$ cat src/rtl/ema_pkg.sv
package ema_pkg;

  typedef enum logic [1:0] {
    OP_NONE  = 2'd0,
    OP_FETCH = 2'd1,
    OP_READ  = 2'd2,
    OP_WRITE = 2'd3
  } op_e;

  typedef enum logic [1:0] {
    MC_IDLE   = 2'd0,
    MC_FETCH  = 2'd1,
    MC_DATA_A = 2'd2,
    MC_DATA_B = 2'd3
  } mc_e;

  typedef enum logic [2:0] {
    SL_IDLE  = 3'd0,
    SL_FETCH = 3'd1,
    SL_DADDR = 3'd2,
    SL_READ  = 3'd3,
    SL_WRITE = 3'd4
  } slot_e;

  // Slot carried by one half of a machine cycle.
  function automatic slot_e slot_pick(mc_e mc, logic second_half, logic is_write,
                                      logic ext_code);
    slot_e s;
    case (mc)
      MC_FETCH:  s = SL_FETCH;
      MC_DATA_A: s = second_half ? SL_DADDR : SL_FETCH;
      MC_DATA_B: s = second_half ? SL_FETCH : (is_write ? SL_WRITE : SL_READ);
      default:   s = SL_IDLE;
    endcase
    if (s == SL_FETCH && !ext_code) s = SL_IDLE;
    return s;
  endfunction

  // Slot tick windows, st = ticks per state, q = tick inside the slot.
  function automatic logic ale_window(int q, int st);
    return q == st - 1;                       // second half of first state
  endfunction

  function automatic logic addr_window(int q, int st);
    return q < st;                            // whole first state
  endfunction

  function automatic logic psen_window(int q, int st);
    return (q >= 2 * st - 1) && (q < 3 * st); // second half of state 2 to end of state 3
  endfunction

  function automatic logic slot_last(int q, int st);
    return q == 3 * st - 1;
  endfunction

endpackage

$ cat src/rtl/ema_timebase.sv
module ema_timebase
  import ema_pkg::*;
#(
  parameter int STATE_TICKS = 2,
  parameter int TW          = $clog2(6 * STATE_TICKS)
) (
  input  logic          clk,
  input  logic          rst,
  output logic [TW-1:0] slot_tick,
  output logic          second_half,
  output logic          mc_end
);

  localparam int HALF_TICKS = 3 * STATE_TICKS;
  localparam int MC_TICKS   = 2 * HALF_TICKS;
  localparam logic [TW-1:0] LAST = TW'(MC_TICKS - 1);
  localparam logic [TW-1:0] HALF = TW'(HALF_TICKS);

  logic [TW-1:0] tick_q;

  always_ff @(posedge clk) begin
    if (rst)                 tick_q <= LAST;
    else if (tick_q == LAST) tick_q <= '0;
    else                     tick_q <= tick_q + 1'b1;
  end

  assign second_half = (tick_q >= HALF);
  assign slot_tick   = second_half ? (tick_q - HALF) : tick_q;
  assign mc_end      = (tick_q == LAST);

  // machine cycle wraps to tick 0 after its last tick
  p_tick_wrap_r3: assert property (@(posedge clk) disable iff (rst)
    mc_end |=> (tick_q == '0));

  // a slot's last tick in the first half leads into the second half
  p_half_flip_r3: assert property (@(posedge clk) disable iff (rst)
    (!second_half && slot_tick == HALF - 1'b1) |=> second_half);

endmodule

$ cat src/rtl/ema_sequencer.sv
module ema_sequencer
  import ema_pkg::*;
#(
  parameter int ADDR_W = 16,
  parameter int DATA_W = 8
) (
  input  logic              clk,
  input  logic              rst,
  input  logic              ea_pin,
  input  logic [1:0]        req_op,
  input  logic [ADDR_W-1:0] req_pc,
  input  logic [ADDR_W-1:0] req_daddr,
  input  logic [DATA_W-1:0] req_wdata,
  input  logic              mc_end,
  input  logic              second_half,
  output logic              req_take,
  output slot_e             slot,
  output logic [ADDR_W-1:0] slot_addr,
  output logic [DATA_W-1:0] slot_wdata,
  output logic              ext_code
);

  mc_e               mc_q;
  logic [ADDR_W-1:0] pc_q, da_q;
  logic [DATA_W-1:0] wd_q;
  logic              wr_q;
  logic              ea_q;

  // Code source is captured while reset is held, then frozen.
  always_ff @(posedge clk) begin
    if (rst) ea_q <= ea_pin;
  end
  assign ext_code = ~ea_q;

  assign req_take = mc_end && (mc_q != MC_DATA_A) && !rst;

  always_ff @(posedge clk) begin
    if (rst) begin
      mc_q <= MC_IDLE;
      pc_q <= '0;
      da_q <= '0;
      wd_q <= '0;
      wr_q <= 1'b0;
    end else if (mc_end) begin
      if (mc_q == MC_DATA_A) begin
        mc_q <= MC_DATA_B;
      end else begin
        case (req_op)
          OP_FETCH:           mc_q <= MC_FETCH;
          OP_READ, OP_WRITE:  mc_q <= MC_DATA_A;
          default:            mc_q <= MC_IDLE;
        endcase
        pc_q <= req_pc;
        da_q <= req_daddr;
        wd_q <= req_wdata;
        wr_q <= (req_op == OP_WRITE);
      end
    end
  end

  assign slot       = slot_pick(mc_q, second_half, wr_q, ext_code);
  assign slot_wdata = wd_q;

  always_comb begin
    case (slot)
      SL_FETCH:                    slot_addr = pc_q + ADDR_W'(second_half);
      SL_DADDR, SL_READ, SL_WRITE: slot_addr = da_q;
      default:                     slot_addr = '0;
    endcase
  end

  // code source does not move once reset is released
  p_ea_frozen_r1: assert property (@(posedge clk) disable iff (rst)
    !$past(rst) |-> $stable(ext_code));

  // the first data cycle is always followed by the second
  p_b_after_a_r8: assert property (@(posedge clk) disable iff (rst)
    (mc_end && mc_q == MC_DATA_A) |=> (mc_q == MC_DATA_B));

  // the second data cycle never repeats
  p_b_single_r8: assert property (@(posedge clk) disable iff (rst)
    (mc_end && mc_q == MC_DATA_B) |=> (mc_q != MC_DATA_B));

endmodule

$ cat src/rtl/ema_pin_driver.sv
module ema_pin_driver
  import ema_pkg::*;
#(
  parameter int ADDR_W      = 16,
  parameter int DATA_W      = 8,
  parameter int STATE_TICKS = 2,
  parameter int TW          = $clog2(6 * STATE_TICKS)
) (
  input  logic                     clk,
  input  logic                     rst,
  input  logic                     quiet_ale,
  input  slot_e                    slot,
  input  logic [ADDR_W-1:0]        slot_addr,
  input  logic [DATA_W-1:0]        slot_wdata,
  input  logic [TW-1:0]            slot_tick,
  input  logic [DATA_W-1:0]        ad_in,
  output logic [DATA_W-1:0]        ad_out,
  output logic                     ad_oe,
  output logic [ADDR_W-DATA_W-1:0] addr_hi,
  output logic                     ale,
  output logic                     psen_n,
  output logic                     rd_n,
  output logic                     wr_n,
  output logic [DATA_W-1:0]        code_byte,
  output logic                     code_valid,
  output logic [DATA_W-1:0]        rd_byte,
  output logic                     rd_valid
);

  logic ale_due, addr_due, psen_due, end_due;
  logic is_strobe, drives_addr;

  always_comb begin
    ale_due  = ale_window(int'(slot_tick), STATE_TICKS);
    addr_due = addr_window(int'(slot_tick), STATE_TICKS);
    psen_due = psen_window(int'(slot_tick), STATE_TICKS);
    end_due  = slot_last(int'(slot_tick), STATE_TICKS);
  end

  assign is_strobe   = (slot == SL_READ) || (slot == SL_WRITE);
  assign drives_addr = ((slot == SL_FETCH) || (slot == SL_DADDR)) && addr_due;

  always_comb begin
    ad_oe   = 1'b0;
    ad_out  = '0;
    ale     = 1'b0;
    psen_n  = 1'b1;
    rd_n    = 1'b1;
    wr_n    = 1'b1;
    addr_hi = '0;
    if (!rst) begin
      ale    = ale_due && !is_strobe && !quiet_ale;
      psen_n = !((slot == SL_FETCH) && psen_due);
      rd_n   = (slot != SL_READ);
      wr_n   = (slot != SL_WRITE);
      if (drives_addr) begin
        ad_oe  = 1'b1;
        ad_out = slot_addr[DATA_W-1:0];
      end else if (slot == SL_WRITE) begin
        ad_oe  = 1'b1;
        ad_out = slot_wdata;
      end
      if (slot != SL_IDLE) addr_hi = slot_addr[ADDR_W-1:DATA_W];
    end
  end

  always_ff @(posedge clk) begin
    if (rst) begin
      code_valid <= 1'b0;
      rd_valid   <= 1'b0;
      code_byte  <= '0;
      rd_byte    <= '0;
    end else begin
      code_valid <= (slot == SL_FETCH) && end_due;
      rd_valid   <= (slot == SL_READ) && end_due;
      if ((slot == SL_FETCH) && end_due) code_byte <= ad_in;
      if ((slot == SL_READ) && end_due)  rd_byte   <= ad_in;
    end
  end

  // bus released while a read-type strobe is low
  p_bus_free_r11: assert property (@(posedge clk) disable iff (rst)
    (!psen_n || !rd_n) |-> !ad_oe);

  // never two strobes at once
  p_one_strobe_r11: assert property (@(posedge clk) disable iff (rst)
    $onehot0({!psen_n, !rd_n, !wr_n}));

  // address latch pulse is one tick wide
  p_ale_single_r3: assert property (@(posedge clk) disable iff (rst)
    ale |=> !ale);

  // quiet mode silences the latch strobe
  p_quiet_r5: assert property (@(posedge clk) disable iff (rst)
    quiet_ale |-> !ale);

  // write data stays put for the whole strobe
  p_wr_hold_r10: assert property (@(posedge clk) disable iff (rst)
    (!wr_n && !$past(wr_n)) |-> ($stable(ad_out) && ad_oe));

  // capture pulses are isolated
  p_code_pulse_r7: assert property (@(posedge clk) disable iff (rst)
    code_valid |=> !code_valid);

endmodule

$ cat src/rtl/ema_strobe_seq.sv
module ema_strobe_seq
  import ema_pkg::*;
#(
  parameter int ADDR_W      = 16,
  parameter int DATA_W      = 8,
  parameter int STATE_TICKS = 2
) (
  input  logic                     clk,
  input  logic                     rst,
  input  logic                     ea_pin,
  input  logic                     quiet_ale,
  input  logic [1:0]               req_op,
  input  logic [ADDR_W-1:0]        req_pc,
  input  logic [ADDR_W-1:0]        req_daddr,
  input  logic [DATA_W-1:0]        req_wdata,
  output logic                     req_take,
  input  logic [DATA_W-1:0]        ad_in,
  output logic [DATA_W-1:0]        ad_out,
  output logic                     ad_oe,
  output logic [ADDR_W-DATA_W-1:0] addr_hi,
  output logic                     ale,
  output logic                     psen_n,
  output logic                     rd_n,
  output logic                     wr_n,
  output logic [DATA_W-1:0]        code_byte,
  output logic                     code_valid,
  output logic [DATA_W-1:0]        rd_byte,
  output logic                     rd_valid
);

  localparam int TW = $clog2(6 * STATE_TICKS);

  logic [TW-1:0]     slot_tick;
  logic              second_half;
  logic              mc_end;
  slot_e             slot;
  logic [ADDR_W-1:0] slot_addr;
  logic [DATA_W-1:0] slot_wdata;
  logic              ext_code;

  ema_timebase #(
    .STATE_TICKS(STATE_TICKS),
    .TW         (TW)
  ) u_timebase (
    .clk        (clk),
    .rst        (rst),
    .slot_tick  (slot_tick),
    .second_half(second_half),
    .mc_end     (mc_end)
  );

  ema_sequencer #(
    .ADDR_W(ADDR_W),
    .DATA_W(DATA_W)
  ) u_sequencer (
    .clk        (clk),
    .rst        (rst),
    .ea_pin     (ea_pin),
    .req_op     (req_op),
    .req_pc     (req_pc),
    .req_daddr  (req_daddr),
    .req_wdata  (req_wdata),
    .mc_end     (mc_end),
    .second_half(second_half),
    .req_take   (req_take),
    .slot       (slot),
    .slot_addr  (slot_addr),
    .slot_wdata (slot_wdata),
    .ext_code   (ext_code)
  );

  ema_pin_driver #(
    .ADDR_W     (ADDR_W),
    .DATA_W     (DATA_W),
    .STATE_TICKS(STATE_TICKS),
    .TW         (TW)
  ) u_pins (
    .clk       (clk),
    .rst       (rst),
    .quiet_ale (quiet_ale),
    .slot      (slot),
    .slot_addr (slot_addr),
    .slot_wdata(slot_wdata),
    .slot_tick (slot_tick),
    .ad_in     (ad_in),
    .ad_out    (ad_out),
    .ad_oe     (ad_oe),
    .addr_hi   (addr_hi),
    .ale       (ale),
    .psen_n    (psen_n),
    .rd_n      (rd_n),
    .wr_n      (wr_n),
    .code_byte (code_byte),
    .code_valid(code_valid),
    .rd_byte   (rd_byte),
    .rd_valid  (rd_valid)
  );

  // internal code source never raises the program strobe
  p_psen_internal_r1: assert property (@(posedge clk) disable iff (rst)
    !ext_code |-> psen_n);

  // a take is always followed by tick 0 of a new cycle, no back-to-back takes
  p_take_spacing_r12: assert property (@(posedge clk) disable iff (rst)
    req_take |=> !req_take);

endmodule

$ cat config.mk
export PLATFORM = sky130hd
export DESIGN_NAME = ema_strobe_seq
export DESIGN_NICKNAME = d
export VERILOG_FILES = /design/src/rtl/ema_pkg.sv /design/src/rtl/ema_timebase.sv /design/src/rtl/ema_sequencer.sv /design/src/rtl/ema_pin_driver.sv /design/src/rtl/ema_strobe_seq.sv
export SDC_FILE = /design/constraint.sdc
export NUM_CORES = 1
export LEC_CHECK = 0
export BUFFER_PORTS_ARGS = -buffer_cell sky130_fd_sc_hd__buf_4
export CAP_MARGIN = 20
export CORE_ASPECT_RATIO = 0.5
export CORE_MARGIN = 5
export CORE_UTILIZATION = 40
export DETAILED_ROUTE_END_ITERATION = 16
export GPL_TIMING_DRIVEN = 0
export SYNTH_ARGS = -nofsm -noshare
export SYNTH_HDL_FRONTEND = slang
export SYNTH_SLANG_ARGS = --single-unit
$ cat constraint.sdc
create_clock -name clk -period 4.02 [get_ports clk]
set_input_delay 0.804 -clock clk [delete_from_list [all_inputs] [get_ports clk]]
set_output_delay 0.804 -clock clk [all_outputs]
set_load 0.01 [all_outputs]
==> run metrics, run 1 <==
Max Clock Skew just over 0.007 ns; library cells used by synthesis 56; FFs w/ async S/R, synth 0%; area taken by multi-input logic gates ~1900 µm²; Total GRT Usage 19.0%; Die Span Y approximately 75 µm; final worst path period need around 3.8 ns; Initial Util between 40% and 50%; port bufs 93; Post-synth EDFFs 1; status complete, no violations; Post-DRT Antenna Nets 0; clock root buffer clkbuf_16; post-DR vias/cell between 5 and 6; most frequent cells in the layout buf_4, nand2_1, dfxtp_1, a21oi_1, nand2b_1; layout cells sized above 1 25.8%; top cell type's share of synthesized area between 30% and 40%; hold crit path type reg -> reg; CTS HTree Levels 3; dominant cell type by area after synthesis dfxtp_1; final setup violation count 0; #FFs+latches synth 66; Tcrit/Tclk final a little over nine tenths; data required time of the worst path ~3.2 ns; via count between 3k and 4k; leakage power between 1.5 and 2 nW; Sequential Area between 1000 and 1500 µm²; Core Rows 23; fin. max-slew vios 0; setup repair bufs after CTS 0; max-cap viol count 0; Inserted Clock Buffers 9; first-pass GRT wire length between 15000 and 20000 µm; grt total ovfl 0; Setup crit start kind flip-flop; CTS tree built; f_max between 200 and 300 MHz; vias in the first global route roughly 3k; Worst-Skew Late Latency ~0.33 ns; Slew Limit Headroom a little under half; final net count between 500 and 600; fill count slightly above 800; Yosys warning total 0; clk buf depth 2; DRT Pass-1 Iters 4; setup TNS 0 ns; syn avg cell area between 8 and 9 µm²; Reg clk slew, reported paths 0.05 ns; routed len/inst approximately 16 µm; Syn Nets about 470; unrepaired setup endpoints after global routing false; pin count of the biggest net entering global routing 12; type of element capturing the critical path output pin; clock sink count 66; area grow syn2layout 33.9%; GP Congestion 0.863; CORE AREA 8170 µm²; total wire length roughly 10000 µm; crit path DAT 2.98 ns; gate count after technology mapping approximately 420; DRC errors left 0; WS Path Type reg -> out; Ant. Diodes 0; Mapped Area about 3400 µm²; CTS Hold Bufs 0; Area contributors post-synth dfxtp_1, nand2_1, a21oi_1; worst-path fanout max 9; Horiz. Die Dim between 100 and 150 µm; Top FF cell, synth dfxtp_1; commonest non-fill, non-tap cell in the layout buf_4; final hold viol count 0; violation count after the first detailed-route iteration around 180; # IOs 94; Tightest Pin Transition approximately 0.8 ns; post-synthesis sequential area ratio 38.9%; post-detail-place hpwl roughly 7700 µm; hold_ws between 0.4 and 0.5 ns; initial antenna violation count 0; die area around 11000 µm²; maximum vdd ir drop roughly 0.00025 V; Pwr Density approximately 440 nW/µm²
[power breakdown]
part	switching [mW]	internal (mW)	leakage, nW	total (mW)
registers	0.0623	0.725	0.540	0.787
logic	0.258	0.185	1.10	0.444
clock network	0.288	0.507	0.150	0.795
total	0.609	1.42	1.79	2.03
[final cells by class]
type	count	area share, %
Multi-Input combinational cell	312	42.3
Sequential cell	66	29.1
Inverter	7	0.574
Tap cell	112	3.06
Clock buffer	14	6.45
Clock inverter	2	0.355
Buffer	29	2.92
Timing Repair Buffer	93	15.3
[synth_stat cells (2+ instances only)]
cell / count
a211o_1: 2
a21o_1: 2
a21oi_1: 44
a22oi_1: 10
a311oi_1: 9
and2_1: 2
buf_2: 8
buf_4: 2
clkbuf_1: 19
dfxtp_1: 65
ha_1: 5
inv_1: 6
mux2i_1: 16
nand2_1: 90
nand2b_1: 27
nand3_1: 6
nand4_1: 3
nor2_1: 10
nor2b_1: 3
nor3_1: 7
nor4_1: 6
o21a_1: 3
o21ai_0: 16
o21ba_2: 2
o22ai_1: 4
o2bb2ai_1: 7
or2b_1: 3
xnor2_1: 10
[timing repair]
action / 4_1_cts / 5_1_grt
gates resized for setup: 2 / 2
endpoints found under the setup margin: 8 / 11
hold endpoints to repair: 0 / 0
[state kept, by name, summed over array words and instances, names as in the netlist]
name	cells
u_sequencer.da_q	16
u_sequencer.pc_q	16
u_pins.code_byte	8
u_pins.rd_byte	8
u_sequencer.slot_wdata	8
u_timebase.tick_q	4
u_sequencer.mc_q	2
u_pins.code_valid	1
u_pins.rd_valid	1
u_sequencer.ea_q	1
u_sequencer.wr_q	1
[critical path: stages (launching register included)]
cell	delay [ns]
dfxtp_2	0.43
inv_1	0.13
ha_1	0.27
o21ai_1	0.28
nand2_1	0.13
ha_1	0.23
ha_1	0.23
nand3_2	0.19
o31a_1	0.17
o22ai_1	0.08
a211oi_1	0.33
buf_4	0.19
[per-stage QoR]
step	std cells	setup slack, ns	instance area [µm²]	util [%]	total power [mW]
after floorplan	415	0.619	3420	-	1.08
after global placement	620	0.0345	4260	52.1	1.24
after detailed placement	620	0.0548	4260	52.1	1.24
after CTS	635	0.0880	4570	55.9	2.04
after global routing	635	0.0110	4580	56.0	2.14
final	635	0.235	4580	56.0	2.03
[worst paths after layout]
check | from | endpoint | slack, ns | cells after the start
max reg2reg | u_timebase.tick_q[0] | u_pins.rd_byte[3] | 1.64 | 6
min | u_sequencer.slot_wdata[6] | u_sequencer.slot_wdata[6] | 0.45 | 2
max | u_timebase.tick_q[0] | addr_hi[0] | 0.24 | 11
min reg2reg | u_sequencer.slot_wdata[6] | u_sequencer.slot_wdata[6] | 0.45 | 2
[routing by layer]
layer | wire [µm] | global-route usage (%) | vias to the layer above
met5 | 0 | 0 | -
met4 | 83 | 5.16 | 0
met3 | 606 | 5.45 | 6
met2 | 4380 | 28.6 | 80
met1 | 4920 | 26.8 | 1512
li1 | - | - | 1669
[kinds of logic after synthesis]
group	share of synthesized area, %
multiplexers	4.68
XOR/XNOR	2.82
AND/OR/NAND/NOR	24.9
flip-flops	38.9
AO/OA/AOI/OAI	22.1
buffers and inverters	4.79
adder cells (fa/ha/maj)	1.83
Note: power is estimated with default switching activity, not from simulation.
==> inputs of run 2 (changes only) <==
--- a/config.mk
+++ b/config.mk
@@ -12,6 +12,8 @@
 export CORE_UTILIZATION = 40
 export DETAILED_ROUTE_END_ITERATION = 16
 export GPL_TIMING_DRIVEN = 0
+export PLACE_DENSITY = 0.66
+export SLEW_MARGIN = 20
 export SYNTH_ARGS = -nofsm -noshare
 export SYNTH_HDL_FRONTEND = slang
 export SYNTH_SLANG_ARGS = --single-unit
==> constraint.sdc (replaced) <==
create_clock -name clk -period 3.1 [get_ports clk]
set_input_delay 0.62 -clock clk [delete_from_list [all_inputs] [get_ports clk]]
set_output_delay 0.62 -clock clk [all_outputs]
set_load 0.01 [all_outputs]
==> run 2 against run 1 <==
The run now ends with negative setup slack left. Sequential cell count did not move. Final cell count grew 1.6%. Worst setup slack got worse by 0.26 ns. Critical path type unchanged. Die area unchanged. Utilization rose by 3.9 points. Sequential share of layout area shrank 1.9 points. Non-clock buffer count up 10. Register-to-register slack lost 0.73 ns. Power is 33% higher. Sequential power rose by 31%. Critical endpoint is now ad_out[4]. Critical path depth grew 1.
==> run metrics, run 2 (synthesis results as in run 1) <==
Regs by FF count u_sequencer.da_q x16, u_sequencer.pc_q x16; Critical Path End ad_out[4]; fin area 4900 µm²; worst setup path start u_timebase.tick_q[0]; pin count of the biggest net entering global routing 13; die area 10600 µm²; Inserted Clock Buffers 9; Tcrit/Tclk final 101%; Total GRT Usage between 20% and 30%; leakage power roughly 1.9 nW; violated checks negative setup slack; Ant. Diodes 0; Setup crit start kind flip-flop; area taken by multi-input logic gates approximately 2200 µm²; CTS tree built; via count approximately 3.4k; Reg power frac a little under two fifths; Slew Limit Headroom between 50 and 60%; total wire length approximately 11000 µm; Initial Util a little over two fifths; fill count about 770; Final Core Density 59.9%; setup TNS -0.0603 ns; Die Span Y about 75 µm; Core Rows 23; status finished, violations left; clock power share 37.6%; final setup violation count 6; Psw 0.856 mW; most frequent cells in the layout buf_4, nand2_1, dfxtp_1, a21oi_1, nand2b_1; CORE AREA 8170 µm²; Pwr Density between 500 and 600 nW/µm²; # IOs 94; Crit path top cell by count ha_4; final setup margin -0.0227 ns; worst-path fanout max 8; placed instance area roughly 4300 µm²; DRT Pass-1 Iters 6; Crit-path slowest cell dfxtp_2; f_max roughly 320 MHz; Max Clock Skew just over 0.005 ns; Tightest Pin Transition 0.727 ns; CTS HTree Levels 3; GP Congestion roughly 0.9; grt total ovfl 0; r2r endpoint u_pins.rd_byte[1]; WS Path Type reg -> out; Sequential Area ~1300 µm²; violation count after the first detailed-route iteration 156; final hold viol count 0; Worst-Skew Late Latency ~0.34 ns; post-detail-place hpwl 7620 µm; vias in the first global route around 3.2k; Reg clk slew, reported paths roughly 0.06 ns; Horiz. Die Dim roughly 140 µm; fin. max-slew vios 0; initial antenna violation count 0; DRC errors left 0; hold crit path type reg -> reg; sw frac between 30% and 40%; port bufs 93; final worst path period need between 3 and 4 ns; clk buf depth 2; clock root buffer clkbuf_16; r2r startpoint u_timebase.tick_q[0]; placed insts 620; Post-DRT Antenna Nets 0; Reg2Reg Depth 7; data required time of the worst path roughly 2.5 ns; routed len/inst approximately 17 µm; max-cap viol count 0; Setup WS pre-CTS -0.521 ns; combinational share of power 24.3%; unrepaired setup endpoints after global routing true; CTS Hold Bufs 0; crit path DAT 2.50 ns; reg-to-reg setup timing slack just over 0.9 ns; clock sink count 66; maximum vdd ir drop around 0.00033 V; area grow syn2layout 43.2%; layout cells sized above 1 between 30% and 40%; Int Pwr ~1.8 mW; crit-path cells buf_8 -> inv_6 -> ha_4 -> o21ai_4 -> nand2_2 -> ha_4 -> ha_4 -> nand3_4 -> xnor2_1 -> o21ai_1 -> a311oi_2 -> buf_4; commonest non-fill, non-tap cell in the layout buf_4; type of element capturing the critical path output pin; final net count around 600; CP peak stage delay around 0.35 ns; post-DR vias/cell 5.24; first-pass GRT wire length between 15000 and 20000 µm; Finished Layout Cells 645
-- run 2: layer usage --
layer	track usage, %	share of wire [%]	up-vias
li1	-	-	1689
met1	27.2	48	1571
met2	31.4	43	107
met3	7.21	7.9	11
met4	6.77	1.3	0
met5	0	0	-
-- run 2: final cells by class --
cell class | count | area share (%)
clock inverter | 6 | 1.33
multi-input combinational | 312 | 44.3
timing repair buffer | 102 | 15.6
inverter | 7 | 0.639
buffer | 30 | 3.32
tap | 112 | 2.86
clock buffer | 10 | 4.68
sequential | 66 | 27.2
-- run 2: worst min-delay path by stage --
stage / startpoint / to / slack [ns] / depth (start not counted)
final: u_sequencer.da_q[8] / u_sequencer.da_q[8] / 0.46 / 2
after global routing: ea_pin / u_sequencer.ea_q / 0.46 / 1
after detailed placement: u_sequencer.da_q[10] / u_sequencer.da_q[10] / 0.45 / 2
after global placement: u_sequencer.da_q[13] / u_sequencer.da_q[13] / 0.44 / 2
after floorplan: u_sequencer.da_q[0] / u_sequencer.da_q[0] / 0.43 / 2
after CTS: u_sequencer.da_q[12] / u_sequencer.da_q[12] / 0.46 / 2
-- run 2: critical path, delay by kind of cell (launching register included) --
family / cells / cell delay, ns
AND/OR/NAND/NOR: 2 / 0.29
buffers and inverters: 3 / 0.33
XOR/XNOR: 1 / 0.14
adder cells (fa/ha/maj): 3 / 0.53
AO/OA/AOI/OAI: 3 / 0.52
flip-flops: 1 / 0.35
-- run 2: what timing repair did --
| action | 4_1_cts | 5_1_grt |
|---|---|---|
| pin swaps | 18 | 5 |
| gates resized for setup | 40 | 11 |
| setup buffers | 7 | 2 |
| endpoints found under the setup margin | 21 | 17 |
| endpoints found under the hold margin | 0 | 0 |
-- run 2: stage by stage --
step	power (mW)	hold WS, ns
after floorplan	1.41	0.433
after global routing	2.83	0.461
after detailed placement	1.61	0.448
after CTS	2.69	0.456
final	2.70	0.456
after global placement	1.60	0.445
-- run 2: power groups by stage --
stage	logic [mW]	clock network, mW	registers [mW]
after detailed placement	0.581	0	1.03
after CTS	0.635	1.03	1.02
after global routing	0.724	1.07	1.04
final	0.656	1.01	1.03
after global placement	0.574	0	1.03
after floorplan	0.398	0	1.01
